<file path="config.mk">
export PLATFORM = sky130hd
export DESIGN_NAME = bit_timing_sync
export DESIGN_NICKNAME = d
export VERILOG_FILES = /design/src/rtl/bts_pkg.sv /design/src/rtl/bts_edge_qual.sv /design/src/rtl/bts_phase_calc.sv /design/src/rtl/bts_seg_ctrl.sv /design/src/rtl/bit_timing_sync.sv
export SDC_FILE = /design/constraint.sdc
export NUM_CORES = 1
export LEC_CHECK = 0
export CAP_MARGIN = 40
export CORE_MARGIN = 2
export CORE_UTILIZATION = 52
export CTS_CLUSTER_SIZE = 40
export DETAILED_ROUTE_END_ITERATION = 12
export PLACE_DENSITY = 0.77
export SYNTH_ARGS = -nofsm -noshare
export SYNTH_HDL_FRONTEND = slang
export SYNTH_SLANG_ARGS = --single-unit
</file>
<file path="constraint.sdc">
create_clock -name clk -period 4.4 [get_ports clk]
set_input_delay 0.66 -clock clk [delete_from_list [all_inputs] [get_ports clk]]
set_output_delay 0.66 -clock clk [all_outputs]
set_load 0.05 [all_outputs]
</file>
<file path="src/rtl/bts_pkg.sv">
package bts_pkg;
  // Segment within the nominal bit time; order follows the bit.
  typedef enum logic [1:0] {
    SEG_SYNC = 2'd0,
    SEG_PROP = 2'd1,
    SEG_PH1  = 2'd2,
    SEG_PH2  = 2'd3
  } seg_e;
endpackage

</file>
<file path="src/rtl/bts_edge_qual.sv">
module bts_edge_qual (
  input  logic clk,
  input  logic rst_n,
  input  logic tq_tick,
  input  logic rx_bit,
  input  logic last_smp,
  input  logic smp_evt,
  input  logic sync_evt,
  output logic edge_ok
);
  logic prev_q, prev_d;
  logic used_q, used_d;

  always_comb begin
    prev_d = prev_q;
    used_d = used_q;
    if (tq_tick) begin
      prev_d = rx_bit;
      if (sync_evt)     used_d = 1'b1;
      else if (smp_evt) used_d = 1'b0;
    end
  end

  // Falling edge between two quanta, previous sample recessive, no sync yet
  assign edge_ok = tq_tick & prev_q & ~rx_bit & last_smp & ~used_q;

  always_ff @(posedge clk or negedge rst_n) begin
    if (!rst_n) begin
      prev_q <= 1'b1;
      used_q <= 1'b0;
    end else if (tq_tick) begin
      prev_q <= prev_d;
      used_q <= used_d;
    end
  end


  sync_marks_chk: assert property (@(posedge clk) disable iff (!rst_n)
    (tq_tick && sync_evt) |=> !edge_ok);


  dominant_block_chk: assert property (@(posedge clk) disable iff (!rst_n)
    (edge_ok) |-> last_smp);
endmodule

</file>
<file path="src/rtl/bts_phase_calc.sv">
module bts_phase_calc
  import bts_pkg::*;
#(
  parameter int LEN_W = 4
) (
  input  seg_e               seg,
  input  logic [LEN_W:0]     cnt,
  input  logic [LEN_W-1:0]   prop_len,
  input  logic [LEN_W-1:0]   ph2_len,
  input  logic [LEN_W-1:0]   sjw_len,
  output logic [LEN_W-1:0]   lead_ext,
  output logic               cut_all,
  output logic [LEN_W:0]     skip_cnt
);
  localparam int CW = LEN_W + 1;
  localparam int QW = LEN_W + 2;

  logic [QW-1:0] q_pos;
  logic [CW-1:0] rem;

  // Quantum index of the edge inside the bit (sync segment is 0)
  always_comb begin
    if (seg == SEG_PH1) q_pos = QW'(prop_len) + QW'(cnt) + QW'(1);
    else                q_pos = QW'(cnt) + QW'(1);
  end

  always_comb begin
    lead_ext = (q_pos >= QW'(sjw_len)) ? sjw_len : q_pos[LEN_W-1:0];
  end

  always_comb begin
    rem      = {1'b0, ph2_len} - CW'(1) - cnt;
    cut_all  = (rem <= {1'b0, sjw_len});
    skip_cnt = cnt + CW'(1) + {1'b0, sjw_len};
  end
endmodule

</file>
<file path="src/rtl/bts_seg_ctrl.sv">
module bts_seg_ctrl
  import bts_pkg::*;
#(
  parameter int LEN_W = 4
) (
  input  logic               clk,
  input  logic               rst_n,
  input  logic               tq_tick,
  input  logic               rx_bit,
  input  logic               bus_idle,
  input  logic               edge_ok,
  input  logic [LEN_W-1:0]   prop_len,
  input  logic [LEN_W-1:0]   ph1_len,
  input  logic [LEN_W-1:0]   ph2_len,
  input  logic [LEN_W-1:0]   sjw_len,
  input  logic [LEN_W-1:0]   lead_ext,
  input  logic               cut_all,
  input  logic [LEN_W:0]     skip_cnt,
  output seg_e               seg,
  output logic [LEN_W:0]     cnt,
  output logic               smp_evt,
  output logic               sync_evt,
  output logic               smp_bit,
  output logic               smp_stb,
  output logic               bit_stb
);
  localparam int CW = LEN_W + 1;

  seg_e             seg_q, seg_d;
  logic [CW-1:0]    cnt_q, cnt_d;
  logic [LEN_W-1:0] ext_q, ext_d, ext_n;
  logic             smp_q, smp_d;
  logic             sstb_q, sstb_d;
  logic             bstb_q, bstb_d;
  logic             hard, resync;
  logic [CW-1:0]    prop_last, ph1_last, ph2_last;

  always_comb begin
    hard      = edge_ok & bus_idle;
    resync    = edge_ok & ~bus_idle & (seg_q != SEG_SYNC);
    ext_n     = resync ? lead_ext : ext_q;
    prop_last = {1'b0, prop_len} - CW'(1);
    ph1_last  = {1'b0, ph1_len} + {1'b0, ext_n} - CW'(1);
    ph2_last  = {1'b0, ph2_len} - CW'(1);
  end

  always_comb begin
    seg_d    = seg_q;
    cnt_d    = cnt_q;
    ext_d    = ext_q;
    smp_d    = smp_q;
    sstb_d   = 1'b0;
    bstb_d   = 1'b0;
    smp_evt  = 1'b0;
    sync_evt = 1'b0;
    if (tq_tick) begin
      if (hard) begin
        seg_d    = SEG_SYNC;
        cnt_d    = '0;
        ext_d    = '0;
        bstb_d   = 1'b1;
        sync_evt = 1'b1;
      end else begin
        case (seg_q)
          SEG_SYNC: begin
            seg_d = SEG_PROP;
            cnt_d = '0;
          end
          SEG_PROP: begin
            ext_d    = ext_n;
            sync_evt = resync;
            if (cnt_q == prop_last) begin
              seg_d = SEG_PH1;
              cnt_d = '0;
            end else begin
              cnt_d = cnt_q + CW'(1);
            end
          end
          SEG_PH1: begin
            ext_d    = ext_n;
            sync_evt = resync;
            if (cnt_q == ph1_last) begin
              seg_d   = SEG_PH2;
              cnt_d   = '0;
              smp_d   = rx_bit;
              sstb_d  = 1'b1;
              smp_evt = 1'b1;
            end else begin
              cnt_d = cnt_q + CW'(1);
            end
          end
          default: begin
            if (resync) begin
              sync_evt = 1'b1;
              if (cut_all) begin
                seg_d  = SEG_SYNC;
                cnt_d  = '0;
                ext_d  = '0;
                bstb_d = 1'b1;
              end else begin
                cnt_d = skip_cnt;
              end
            end else if (cnt_q == ph2_last) begin
              seg_d  = SEG_SYNC;
              cnt_d  = '0;
              ext_d  = '0;
              bstb_d = 1'b1;
            end else begin
              cnt_d = cnt_q + CW'(1);
            end
          end
        endcase
      end
    end
  end

  always_ff @(posedge clk or negedge rst_n) begin
    if (!rst_n) begin
      seg_q <= SEG_SYNC;
      cnt_q <= '0;
      ext_q <= '0;
      smp_q <= 1'b1;
    end else if (tq_tick) begin
      seg_q <= seg_d;
      cnt_q <= cnt_d;
      ext_q <= ext_d;
      smp_q <= smp_d;
    end
  end

  // Strobes are one-cycle pulses, so they load every cycle
  always_ff @(posedge clk or negedge rst_n) begin
    if (!rst_n) begin
      sstb_q <= 1'b0;
      bstb_q <= 1'b0;
    end else begin
      sstb_q <= sstb_d;
      bstb_q <= bstb_d;
    end
  end

  assign seg     = seg_q;
  assign cnt     = cnt_q;
  assign smp_bit = smp_q;
  assign smp_stb = sstb_q;
  assign bit_stb = bstb_q;


  strobe_excl_chk: assert property (@(posedge clk) disable iff (!rst_n)
    !(sstb_q && bstb_q));


  ph2_bound_chk: assert property (@(posedge clk) disable iff (!rst_n)
    (seg_q == SEG_PH2) |-> (cnt_q < {1'b0, ph2_len}));


  ext_limit_chk: assert property (@(posedge clk) disable iff (!rst_n)
    ext_q <= sjw_len);


  smp_after_tick_chk: assert property (@(posedge clk) disable iff (!rst_n)
    sstb_q |-> $past(tq_tick));


  sync_noadj_chk: assert property (@(posedge clk) disable iff (!rst_n)
    (tq_tick && seg_q == SEG_SYNC && !bus_idle) |=> (seg_q == SEG_PROP && ext_q == '0));
endmodule

</file>
<file path="src/rtl/bit_timing_sync.sv">
module bit_timing_sync
  import bts_pkg::*;
#(
  parameter int LEN_W = 4
) (
  input  logic             clk,
  input  logic             rst_n,
  input  logic             tq_tick,
  input  logic             rx_bit,
  input  logic             bus_idle,
  input  logic [LEN_W-1:0] prop_len,
  input  logic [LEN_W-1:0] ph1_len,
  input  logic [LEN_W-1:0] ph2_len,
  input  logic [LEN_W-1:0] sjw_len,
  output logic             smp_bit,
  output logic             smp_stb,
  output logic             bit_stb
);
  seg_e             seg;
  logic [LEN_W:0]   cnt;
  logic [LEN_W:0]   skip_cnt;
  logic [LEN_W-1:0] lead_ext;
  logic             cut_all;
  logic             edge_ok;
  logic             smp_evt;
  logic             sync_evt;

  bts_edge_qual u_qual (
    .clk      (clk),
    .rst_n    (rst_n),
    .tq_tick  (tq_tick),
    .rx_bit   (rx_bit),
    .last_smp (smp_bit),
    .smp_evt  (smp_evt),
    .sync_evt (sync_evt),
    .edge_ok  (edge_ok)
  );

  bts_phase_calc #(.LEN_W(LEN_W)) u_calc (
    .seg      (seg),
    .cnt      (cnt),
    .prop_len (prop_len),
    .ph2_len  (ph2_len),
    .sjw_len  (sjw_len),
    .lead_ext (lead_ext),
    .cut_all  (cut_all),
    .skip_cnt (skip_cnt)
  );

  bts_seg_ctrl #(.LEN_W(LEN_W)) u_ctrl (
    .clk      (clk),
    .rst_n    (rst_n),
    .tq_tick  (tq_tick),
    .rx_bit   (rx_bit),
    .bus_idle (bus_idle),
    .edge_ok  (edge_ok),
    .prop_len (prop_len),
    .ph1_len  (ph1_len),
    .ph2_len  (ph2_len),
    .sjw_len  (sjw_len),
    .lead_ext (lead_ext),
    .cut_all  (cut_all),
    .skip_cnt (skip_cnt),
    .seg      (seg),
    .cnt      (cnt),
    .smp_evt  (smp_evt),
    .sync_evt (sync_evt),
    .smp_bit  (smp_bit),
    .smp_stb  (smp_stb),
    .bit_stb  (bit_stb)
  );


  hard_sync_chk: assert property (@(posedge clk) disable iff (!rst_n)
    (tq_tick && bus_idle && edge_ok) |=> bit_stb);


  rise_ignored_chk: assert property (@(posedge clk) disable iff (!rst_n)
    (tq_tick && rx_bit) |-> !edge_ok);
endmodule

</file>
==> results.md <==
- WL per Instance: 16.1 um
- Inserted Clock Buffers: 3
- Top-area cell type share of the netlist area: 20.6%
- Initial antenna violation count: 0
- Least-Margin Pin Slew: 0.743 ns
- Area leader, netlist: ha_1
- Post-synth cell types: 52
- Sequential element share of the synthesized area: a little under a fifth
- R2r worst-path depth: 22
- Final Cell Area: 3050 um2
- Fin util: 75.7%
- Drt first pass iters: 4
- Crit-path max FO: 6
- Die ar.: 4740 um2
- H-tree level count: 1
- Port bufs: 23
- Antenna cells: 0
- Top cells by area, synth: ha_1 (21%), dfrtp_1 (16%), inv_1 (6.2%)
- Critical path class: input port to register
- Routed vias/inst: 5.67
- Worst EP arrival: around 5.0 ns
- Synth Net Count: 314
- Final critical-path share of the clock period: 111%
- Remaining Overflow, GRT: 0
- Final WS setup: -0.485 ns
- Die height: 68.9 um
- Pins over their slew limit: 0
- Clock buffer depth: 2
- Hold Path Cell Cnt: 1
- Highest ir drop seen on vdd: 0.266 mV
- RSZ-0062 raised after global routing: yes
- CTS Hold Bufs: 0
- Max-cap check violation count: 0
- Largest net degree at the start of global routing: 17
- Clock sink count: 16
- First-pass GRT wire length: around 9200 um
- Area of the multi-input gates: between 1500 and 2000 um2
- Final setup viols: 10
- YS warnings: 0
- Most frequent cells in the layout: buf_4 (44), inv_1 (32), ha_1 (31), clkdlybuf4s50_1 (19), dfrtp_1 (14)
- ANT nets after route: 0
- Power per cell area: 456 nW/um2
- Post-synth ARST share: 100%
- Primary FF master, synth: dfrtp_1
- Post-Synthesis Cells: 253
- Post-Route Skew: 0.00866 ns
- Syn Area/Cell: 8.65 um2
- Clock tree root driver cell: clkbuf_8
- Seq cells post-synth: 16
- Most common cell after layout, fill and taps aside: buf_4
- Mapped cell area: 2190 um2
- Placed Area: between 2000 and 3000 um2
- Clock slew at reported path FFs: 0.07 ns
- Crit. End Element: register
- GP Congestion: 0.867
- Failing checks: negative setup slack
- Hold Crit Start: u_ctrl.ext_q[3]$_DFFE_PN0P_
- Reg-to-reg startpoint: u_ctrl.cnt[1]$_DFFE_PN0P_
- Number of enable flip-flop cells after synthesis: 0
- Cell row count: 23
- Final-report hold violation count: 0
- Rel. slew slack: 50.3%
- Post-route DRC violation count: 0
- Placed wire-length estimate: roughly 4600 um
- Worst skew pair latency: 0.26 ns
- Leak Pwr: 1.46 nW
- Starting Density: 54.3%
- Initial drt markers: 94
- Final net count: 382
- I/O pin total: 24
- CTS tree: built
- GRT Total Usage: 26.5%
- Chip Width: 68.9 um
- Core Region: around 4000 um2
- CP startpoint: prop_len[0]
- Total power: 1.39 mW
- Startpoint types: input port
- Register Area: between 400 and 500 um2
- Layout cells sized above 1: 31.6%
- Status: complete, but fails checks
- Fillers: 281
- Min Tclk post-route: 4.88 ns
- Data required time of the worst path: 4.53 ns
- Vias in the first global route: around 2,000
- Via count: 2,098
- Max Freq: 0.205 GHz
- Total Wirelength: 5960 um
- P&R area growth vs syn: 39.3%
- Hold crit path type: register to register
[state kept, by name (all words and copies together) (netlist names)]
register        count
u_ctrl.ext_q        4
u_ctrl.smp_stb      1
u_ctrl.bit_stb      1
u_ctrl.seg          2
u_ctrl.smp_bit      1
u_ctrl.cnt          5
u_qual.used_q       1
u_qual.prev_q       1
[logic make-up (layout without fill, tap and decap cells)]
kind of cell / Yosys count / in the layout / synth area share, %
buf+inv: 45 / 112 / 8.12
fa+ha+maj: 40 / 40 / 24.2
compound gates: 60 / 60 / 19.0
xor+xnor: 23 / 23 / 10.2
flops: 16 / 16 / 18.4
mux: 10 / 10 / 4.80
simple gates: 59 / 59 / 15.2
[synth_stat cells, drive strengths merged, types with 4 or more instances]
cell / count
buf: 5
o32ai: 4
inv: 39
xnor2: 12
o21ai: 10
mux2: 4
ha: 36
fa: 4
nor2: 10
a21oi: 20
mux2i: 6
nor3: 5
xor2: 10
nand3: 12
a21o: 6
dfrtp: 14
nand2: 13
[power breakdown]
part	switching, mW	internal (mW)
logic	0.545	0.510
registers	0.0229	0.180
clock network	0.0515	0.0795
total	0.620	0.769
[critical path: stages]
cell and delay [ns]:
buf_12 0.09, inv_12 0.03, ha_4 0.14, fa_2 0.35, xor2_1 0.28, a21oi_2 0.11, ha_1 0.27, nor2b_1 0.14
o21ai_2 0.11, o2111ai_2 0.19, mux2_4 0.37, mux2i_2 0.18, ha_1 0.19, inv_1 0.05, ha_2 0.19, fa_1 0.55
xnor2_2 0.13, nand4_1 0.15, nor3b_2 0.25, o2bb2ai_2 0.10, buf_6 0.15, nand2_4 0.05, o21ai_2 0.05, a22o_1 0.21
[what timing repair did]
action / 4_1_cts / 5_1_grt
gates cloned: 1 / 0
gates resized for setup: 33 / 13
buffers inserted: 4 / 1
pin swaps: 20 / 8
setup endpoints to repair: 10 / 10
[final timing paths]
check	endpoint	slack, ns
worst max register to register	u_ctrl.seg[0]$_DFFE_PN0P_	-0.46
min in group asynchronous	u_ctrl.ext_q[3]$_DFFE_PN0P_	0.84
worst min-delay path	u_ctrl.ext_q[3]$_DFFE_PN0P_	0.49
worst min register to register	u_ctrl.ext_q[3]$_DFFE_PN0P_	0.49
max in group asynchronous	u_ctrl.cnt[1]$_DFFE_PN0P_	3.08
worst max-delay path	u_ctrl.seg[0]$_DFFE_PN0P_	-0.48
[metrics by stage]
step	TNS [ns]	instances	setup slack (ns)	hold slack (ns)
5_1_grt	-5.73	370	-0.660	0.505
3_5_place_dp	-12.13	360	-1.33	0.480
4_1_cts	-3.32	369	-0.424	0.495
6_report	-3.90	370	-0.485	0.494
3_3_place_gp	-9.87	360	-1.08	0.475
2_1_floorplan	-1.47	253	-0.237	0.364
[final cells by class]
class                           count  area share [%]
Timing Repair Buffer               69            19.0
Multi-Input combinational cell    192            58.7
Clock buffer                        4            1.81
Tap cell                           50            2.05
Inverter                           39            5.21
Sequential cell                    16            13.2
[metal layers]
metal / global-route usage (%) / wire length [um]
met5: 0 / 0
met4: 6.86 / 76
met3: 4.38 / 234
met2: 46.5 / 3020
met1: 33.5 / 2630
(Power assumes the default switching activity.)
